## src/rtl/fence_gate_pkg.sv

```systemverilog
package fence_gate_pkg;
  localparam int unsigned CLS_W = 3;

  typedef enum logic [CLS_W-1:0] {
    CLS_OTHER  = 3'd0,
    CLS_LOAD   = 3'd1,
    CLS_STORE  = 3'd2,
    CLS_LFENCE = 3'd3,
    CLS_MFENCE = 3'd4,
    CLS_SFENCE = 3'd5,
    CLS_SERIAL = 3'd6
  } instr_cls_e;

  // hold kinds; index order is used by the generate loop in the top
  localparam int unsigned HOLD_ROB = 0;  // blocks all until rob empty
  localparam int unsigned HOLD_LD  = 1;  // blocks loads until sb empty
  localparam int unsigned HOLD_SER = 2;  // blocks all until both empty
  localparam int unsigned N_HOLD   = 3;
endpackage

```

## src/rtl/fence_decode.sv

```systemverilog
module fence_decode
  import fence_gate_pkg::*;
(
  input  logic [CLS_W-1:0]  cls_i,
  input  logic              strong_i,
  output logic [N_HOLD-1:0] arm_o,
  output logic              is_load_o
);
  always_comb begin
    arm_o     = '0;
    is_load_o = (cls_i == CLS_LOAD);
    unique case (cls_i)
      CLS_LFENCE: arm_o[HOLD_ROB] = 1'b1;
      CLS_MFENCE: begin
        arm_o[HOLD_LD]  = 1'b1;
        arm_o[HOLD_ROB] = strong_i;
      end
      CLS_SERIAL: arm_o[HOLD_SER] = 1'b1;
      default:    arm_o = '0;
    endcase
  end
endmodule

```

## src/rtl/fence_hold.sv

```systemverilog
module fence_hold (
  input  logic clk_i,
  input  logic rst_ni,
  input  logic set_i,
  input  logic clr_i,
  output logic q_o
);
  // new arming wins over a release in the same cycle
  always_ff @(posedge clk_i or negedge rst_ni) begin
    if (!rst_ni)    q_o <= 1'b0;
    else if (set_i) q_o <= 1'b1;
    else if (clr_i) q_o <= 1'b0;
  end

  a_r7_hold_arms: assert property (@(posedge clk_i) disable iff (!rst_ni)
    set_i |=> q_o);
  a_r2_hold_release: assert property (@(posedge clk_i) disable iff (!rst_ni)
    (clr_i && !set_i) |=> !q_o);
  a_r6_hold_sticky: assert property (@(posedge clk_i) disable iff (!rst_ni)
    (q_o && !clr_i) |=> q_o);
endmodule

```

## src/rtl/fence_issue_gate.sv

```systemverilog
module fence_issue_gate
  import fence_gate_pkg::*;
(
  input  logic             clk_i,
  input  logic             rst_ni,
  input  logic             in_valid_i,
  input  logic [CLS_W-1:0] in_class_i,
  input  logic             strong_mfence_i,
  input  logic             rob_empty_i,
  input  logic             sb_empty_i,
  input  logic             out_ready_i,
  output logic             in_ready_o,
  output logic             issue_o
);
  logic [N_HOLD-1:0] arm, set_vec, clr_vec, hold_q;
  logic              is_load, blocked;

  fence_decode u_decode (
    .cls_i     (in_class_i),
    .strong_i  (strong_mfence_i),
    .arm_o     (arm),
    .is_load_o (is_load)
  );

  always_comb begin
    clr_vec           = '0;
    clr_vec[HOLD_ROB] = rob_empty_i;
    clr_vec[HOLD_LD]  = sb_empty_i;
    clr_vec[HOLD_SER] = rob_empty_i && sb_empty_i;
  end

  assign set_vec = issue_o ? arm : '0;

  for (genvar g = 0; g < N_HOLD; g++) begin : g_hold
    fence_hold u_hold (
      .clk_i  (clk_i),
      .rst_ni (rst_ni),
      .set_i  (set_vec[g]),
      .clr_i  (clr_vec[g]),
      .q_o    (hold_q[g])
    );
  end

  assign blocked    = hold_q[HOLD_ROB] || hold_q[HOLD_SER] ||
                      (hold_q[HOLD_LD] && is_load);
  assign in_ready_o = out_ready_i && !blocked;
  assign issue_o    = in_valid_i && in_ready_o;

  a_r1_grant_handshake: assert property (@(posedge clk_i) disable iff (!rst_ni)
    issue_o |-> (in_valid_i && out_ready_i));
  a_r2_lfence_stalls: assert property (@(posedge clk_i) disable iff (!rst_ni)
    (issue_o && in_class_i == CLS_LFENCE) |=> !issue_o);
  a_r3_mfence_loads: assert property (@(posedge clk_i) disable iff (!rst_ni)
    (issue_o && in_class_i == CLS_MFENCE) |=> !(issue_o && in_class_i == CLS_LOAD));
  a_r4_strong_mfence: assert property (@(posedge clk_i) disable iff (!rst_ni)
    (issue_o && in_class_i == CLS_MFENCE && strong_mfence_i) |=> !issue_o);
  a_r5_serial_stalls: assert property (@(posedge clk_i) disable iff (!rst_ni)
    (issue_o && in_class_i == CLS_SERIAL) |=> !issue_o);
  a_r6_sfence_no_hold: assert property (@(posedge clk_i) disable iff (!rst_ni)
    (issue_o && in_class_i == CLS_SFENCE && hold_q == '0) |=> (hold_q == '0));
endmodule

```

## config.mk

```make
export PLATFORM = sky130hd
export DESIGN_NAME = fence_issue_gate
export DESIGN_NICKNAME = d
export VERILOG_FILES = /design/src/rtl/fence_gate_pkg.sv /design/src/rtl/fence_decode.sv /design/src/rtl/fence_hold.sv /design/src/rtl/fence_issue_gate.sv
export SDC_FILE = /design/constraint.sdc
export NUM_CORES = 1
export LEC_CHECK = 0
export BUFFER_PORTS_ARGS = -buffer_cell sky130_fd_sc_hd__buf_2
export CELL_PAD_IN_SITES_DETAIL_PLACEMENT = 0
export CELL_PAD_IN_SITES_GLOBAL_PLACEMENT = 1
export CORE_AREA = 2 2 39 41
export DETAILED_ROUTE_END_ITERATION = 6
export DIE_AREA = 0 0 41 43
export HOLD_SLACK_MARGIN = 0.12
export PLACE_DENSITY = 0.56
export SETUP_SLACK_MARGIN = 0.5
export SYNTH_ARGS = -nofsm -noshare
export SYNTH_HDL_FRONTEND = slang
export SYNTH_SLANG_ARGS = --single-unit
```

## constraint.sdc

```tcl
create_clock -name clk_i -period 1.2 [get_ports clk_i]
set_input_delay 0.24 -clock clk_i [delete_from_list [all_inputs] [get_ports clk_i]]
set_output_delay 0.24 -clock clk_i [all_outputs]
set_load 0.05 [all_outputs]
```

# Yosys cells after proc, flatten, opt, wreduce, memory -nomap -nowiden
# Index checks and enable logic that the tools add are counted.
# W data, S select, Z words.
# totals
ram_bits	0
regBits	3
romBits	0
wordCells	27
mem_count	0
inputBits	10
out_inout_bits	2
latch_bits	0
# classes
mul	0
reduce_logical	10
eq_ne	4
n_bitwise	0
n_lt_le_gt_ge	0
addsub	0
shifts	0
div	0
n_mux	10
# ops
op	n
$mux W1	8
$eq A3 B3 Y1 const B	2
$reduce_bool A2 Y1	3
$logic_and A1 B1 Y1	4
$eq A3 B1 Y1 const B	1
$eq A3 B2 Y1 const B	1
$mux W3	1
$logic_or A1 B1 Y1	2
$pmux W1 S2	1
$logic_not A1 Y1	1

# Logic depth before layout (Yosys ltp)
# logic_depth
depth_word	8
mapped_depth	3
mapped_depth_nobuf	3

# By module
# From an unflattened synthesis, not the netlist that was laid out.
# unflattened
cells_unflattened	24
area_unflattened_um2	227.7
# modules_own_cells
module	seq_area_each_um2	cells_each	area_per_inst_um2	n_inst
fence_hold	25.0	3	36.3	3
fence_issue_gate	0.0	10	72.6	1
fence_decode	0.0	5	46.3	1

# Least setup slack after synthesis
# OpenSTA, ideal clock, no wires.
# synth_timing
kind	register to output
start	register g_hold[1].u_hold.q_o
end	output in_ready_o
arrival_ns	2.174
n_path_buf	0
required_time_ns	0.960
setup_slack_ns	-1.214
stages_incl_launch_ff	3
cell_sequence	dfrtp_1 and4_1 nor4b_1
# synth_via
elab_chain_len	4
# synth_rtl
item	line	text
from (decl)	fence_hold.sv:6	output logic q_o
from (signal assigned)	fence_hold.sv:10	if (!rst_ni) q_o <= 1'b0;
from (signal assigned)	fence_hold.sv:11	else if (set_i) q_o <= 1'b1;
from (signal assigned)	fence_hold.sv:12	else if (clr_i) q_o <= 1'b0;
$logic_and A1 B1 Y1	fence_issue_gate.sv:45	(hold_q[HOLD_LD] && is_load);
$logic_or A1 B1 Y1	fence_issue_gate.sv:44	assign blocked = hold_q[HOLD_ROB] || hold_q[HOLD_SER] ||
$logic_not A1 Y1	fence_issue_gate.sv:46	assign in_ready_o = out_ready_i && !blocked;
$logic_and A1 B1 Y1	fence_issue_gate.sv:46	
to (decl)	fence_issue_gate.sv:12	output logic in_ready_o,
# Every way passes these cells.

# Worst setup path after layout
# Same ends and word-level chain as after synthesis.

==> qor_table.md <==
| Parameter | Value |
|---|---|
| Sequential fraction of the synthesis area | 0.405 |
| Critical path, cell by cell | and4_4 > nor4b_4 > buf_6 |
| Synth top area share | 0.405 |
| Port buffer count | 11 |
| Via count | 211 |
| Worst-case setup margin in the final layout | -231 ps |
| Final setup violating endpoints | 4 |
| Cells after Synth | 19 |
| Row cnt | 14 |
| Syn_nets | 29 |
| Top flip-flop cell by instance count after synthesis | dfrtp_1 |
| Share of flip-flops with an asynchronous set or reset | 1.00 |
| Deepest level of the CTS H-tree | 1 |
| GRT Total Usage | 0.0837 |
| Dominant combinational cell family by area after synthesis | simple AND/OR/NAND/NOR gates |
| Adder and majority gate portion of the synthesized area | 0 |
| F_max | 0.699 GHz |
| Launching element type of the critical path | flip-flop |
| Largest registers in the final layout | g_hold.u_hold.q_o: 3 flops |
| Clock tree from TritonCTS | built |
| Number of hold violations in the final report | 0 |
| Via count of the first global-routing pass | 238 |
| Critical path capture point type | primary output |
| Share of the clock period used by the worst path | 1.19 |
| Maximum number of pins on one net before global-route repair | 4 |
| Min-Delay Path Class | in2reg |
| Total number of yosys warnings | 0 |
| CP Capture Point | in_ready_o |
| Cell area after synthesis | 185 um2 |
| Initial cell density of the core | 0.134 |
| Mux contribution to synthesized area | 0 |
| Final Max Tran Viols | 0 |
| Max_cap viols | 0 |
| Leading post-synthesis cells by cell area | dfrtp_1 (41%), inv_1 (8.1%), o22ai_2 (6.8%), nand4bb_1 (6.1%), or3_4 (6.1%) |
| Post-detailed-route DRC marker count | 0 |
| Biggest register | g_hold.u_hold.q_o |
| Vias per inst | 3.84 |
| GRT Residual Overflow | 0 |
| Worst Reg2Reg Path Length in Cells | 4 |
| Post-route cell area | 385 um2 |
| Area grow syn2layout | 108% |
| Count of boundary I/O pins | 12 |
| Critical path origin | g_hold[1].u_hold.q_o |
| Outcome | complete, but fails checks |
| Critical R2R Capture | g_hold[2].u_hold.q_o |
| Violation count after the first detailed-routing iteration | 1 |
| CTS sink cnt | 3 |
| Worst-Skew Late Latency | 240 ps |
| Library cell occupying the most area in the post-synthesis netlist | dfrtp_1 |
| Unrepaired setup endpoints after global routing | yes |
| Flip-flop count of the largest register, all copies and words added | 3 |
| Number of enable-type register cells in the synthesized netlist | 0 |
| Worst-margin pin slew | 247 ps |
| Failing checks | setup timing |
| Worst Path Class, Setup | reg2out |
| Clk buf depth | 2 |
| Post-Place Cell Area | 309 um2 |
| Area of the core | 1380 um2 |
| Synthesized area divided by synthesized cell count | 9.75 um2 |
| Final-layout fill cell count | 159 |
| Post-route ant nets | 0 |
| Cell variety after synth | 13 |
| Final core utilization | 0.278 |
| First drt pass iteration count | 2 |
| Post-detailed-routing wire length | 574 um |
| Die width | 41 um |
| Worst clock skew | 6.93 ps |
| Number of diodes added for antenna fixing | 0 |
| Share of the synthesized netlist area taken by xor and xnor gates | 0 |
| Post-synthesis compound-gate area fraction | 0.182 |
| Most frequent cells after synthesis | inv_1 (4), dfrtp_1 (3), nand2_1 (2) |
| Time the final worst path needs with I/O delays and setup | 1430 ps |
| First-pass GRT wire length | 903 um |
| Cell at the root of the clock tree | clkbuf_4 |
| Die area | 1760 um2 |
| Die outline height | 43 um |
| Fraction of final layout cells sized beyond drive strength 1 | 0.667 |
| Critical path fanouts, max | 2 |
| #FFs+latches synth | 3 |
| Largest stage delay on the critical path | 370 ps |
| Nets | 50 |
| Clk slew on worst S/H paths | 40 ps |
| Synthesized-area fraction occupied by and/or/nand/nor cells | 0.331 |
| Worst VDD drop | 0.295 mV |
| Required @ worst endpoint | 960 ps |
| Routed len/inst | 10.4 um |
| CP max stage cell | dfrtp_1 |
| Antenna violations before repair | 0 |
| Relative slew slack | 0.833 |
| Worst r2r src | g_hold[2].u_hold.q_o |
| PwrDens | 1060 nW/um2 |
| Clock buffers created by TritonCTS | 3 |
| Crit path DAT | 1190 ps |
| Static Leakage | 0.183 nW |
| Final Wtd Congestion | 0.659 |
| Most common cell in the synthesized netlist | inv_1 |
| Setup slack on the worst flop-to-flop path | -120 ps |
## logic make-up (layout without fill, tap and decap cells)
family	count (synthesis)	in the layout
compound gates	4	4
buf+inv	4	24
flops	3	3
simple gates	8	8
## placed cells by master, fill, tap and decap left out
master	n
a31oi_1	1
buf_6	3
dlygate4sd3_1	1
inv_1	4
o22ai_2	2
nand4bb_4	1
nor4bb_1	1
nand2_1	2
and4_4	1
dfrtp_1	3
nor4b_4	1
nor2_2	1
or3_4	1
o21ai_2	1
buf_2	9
clkbuf_1	1
clkbuf_4	3
buf_4	3
## cell type report
type / count / area, um2 / share of cell area
Clock buffer: 4 / 26.3 / 0.0682
Inverter: 4 / 15.0 / 0.0390
Tap cell: 16 / 20.0 / 0.0519
Timing Repair Buffer: 16 / 111 / 0.289
Sequential cell: 3 / 75.1 / 0.195
Multi-Input combinational cell: 12 / 138 / 0.357
## critical path: cells and delay by family (launching register included)
kind	cells	cell delay, ps
buffers and inverters	1	190
AND/OR/NAND/NOR	2	380
flip-flops	1	370
## per-layer routing
layer / global-route usage / routed length, um / vias to the layer above
met5: 0 / 0 / -
met4: 0.100 / 15 / 0
met3: 0.0366 / 76 / 2
met2: 0.109 / 256 / 15
met1: 0.0847 / 226 / 86
li1: - / - / 108
## how the worst min path moves through the flow
stage,slack [ps],cells after the start,startpoint,endpoint
6_report,210,2,rob_empty_i,g_hold[0].u_hold.q_o
5_1_grt,220,2,rob_empty_i,g_hold[0].u_hold.q_o
4_1_cts,200,2,rob_empty_i,g_hold[0].u_hold.q_o
3_5_place_dp,40,1,rst_ni,g_hold[1].u_hold.q_o
3_3_place_gp,40,1,rst_ni,g_hold[1].u_hold.q_o
2_1_floorplan,-60,0,rst_ni,g_hold[0].u_hold.q_o
## stage by stage
step	TNS [ps]	power [W]	hold slack (ps)	instances	setup slack [ps]
6_report	-662	0.000407	211	55	-231
5_1_grt	-838	0.000427	216	55	-277
4_1_cts	-772	0.000412	205	54	-322
3_5_place_dp	-259	0.000205	41.7	48	-173
3_3_place_gp	-214	0.000203	41.9	48	-130
2_1_floorplan	-352	0.000168	-55.6	19	-243
## timing repair
item                                   CTS  global route
setup endpoints to repair                5             5
endpoints found under the hold margin    3             0
buffers inserted                         1             1
resized for setup                        7             1
pin swaps                                4             2
hold buffers                             1             0
## where the power goes
group          total (W)  leakage [nW]  switching (W)  internal [W]
Sequential      0.000113        0.0410     0.00000600      0.000107
Clock           0.000186        0.0150      0.0000611      0.000125
Combinational   0.000108         0.127      0.0000521     0.0000559
(Power assumes the default switching activity.)
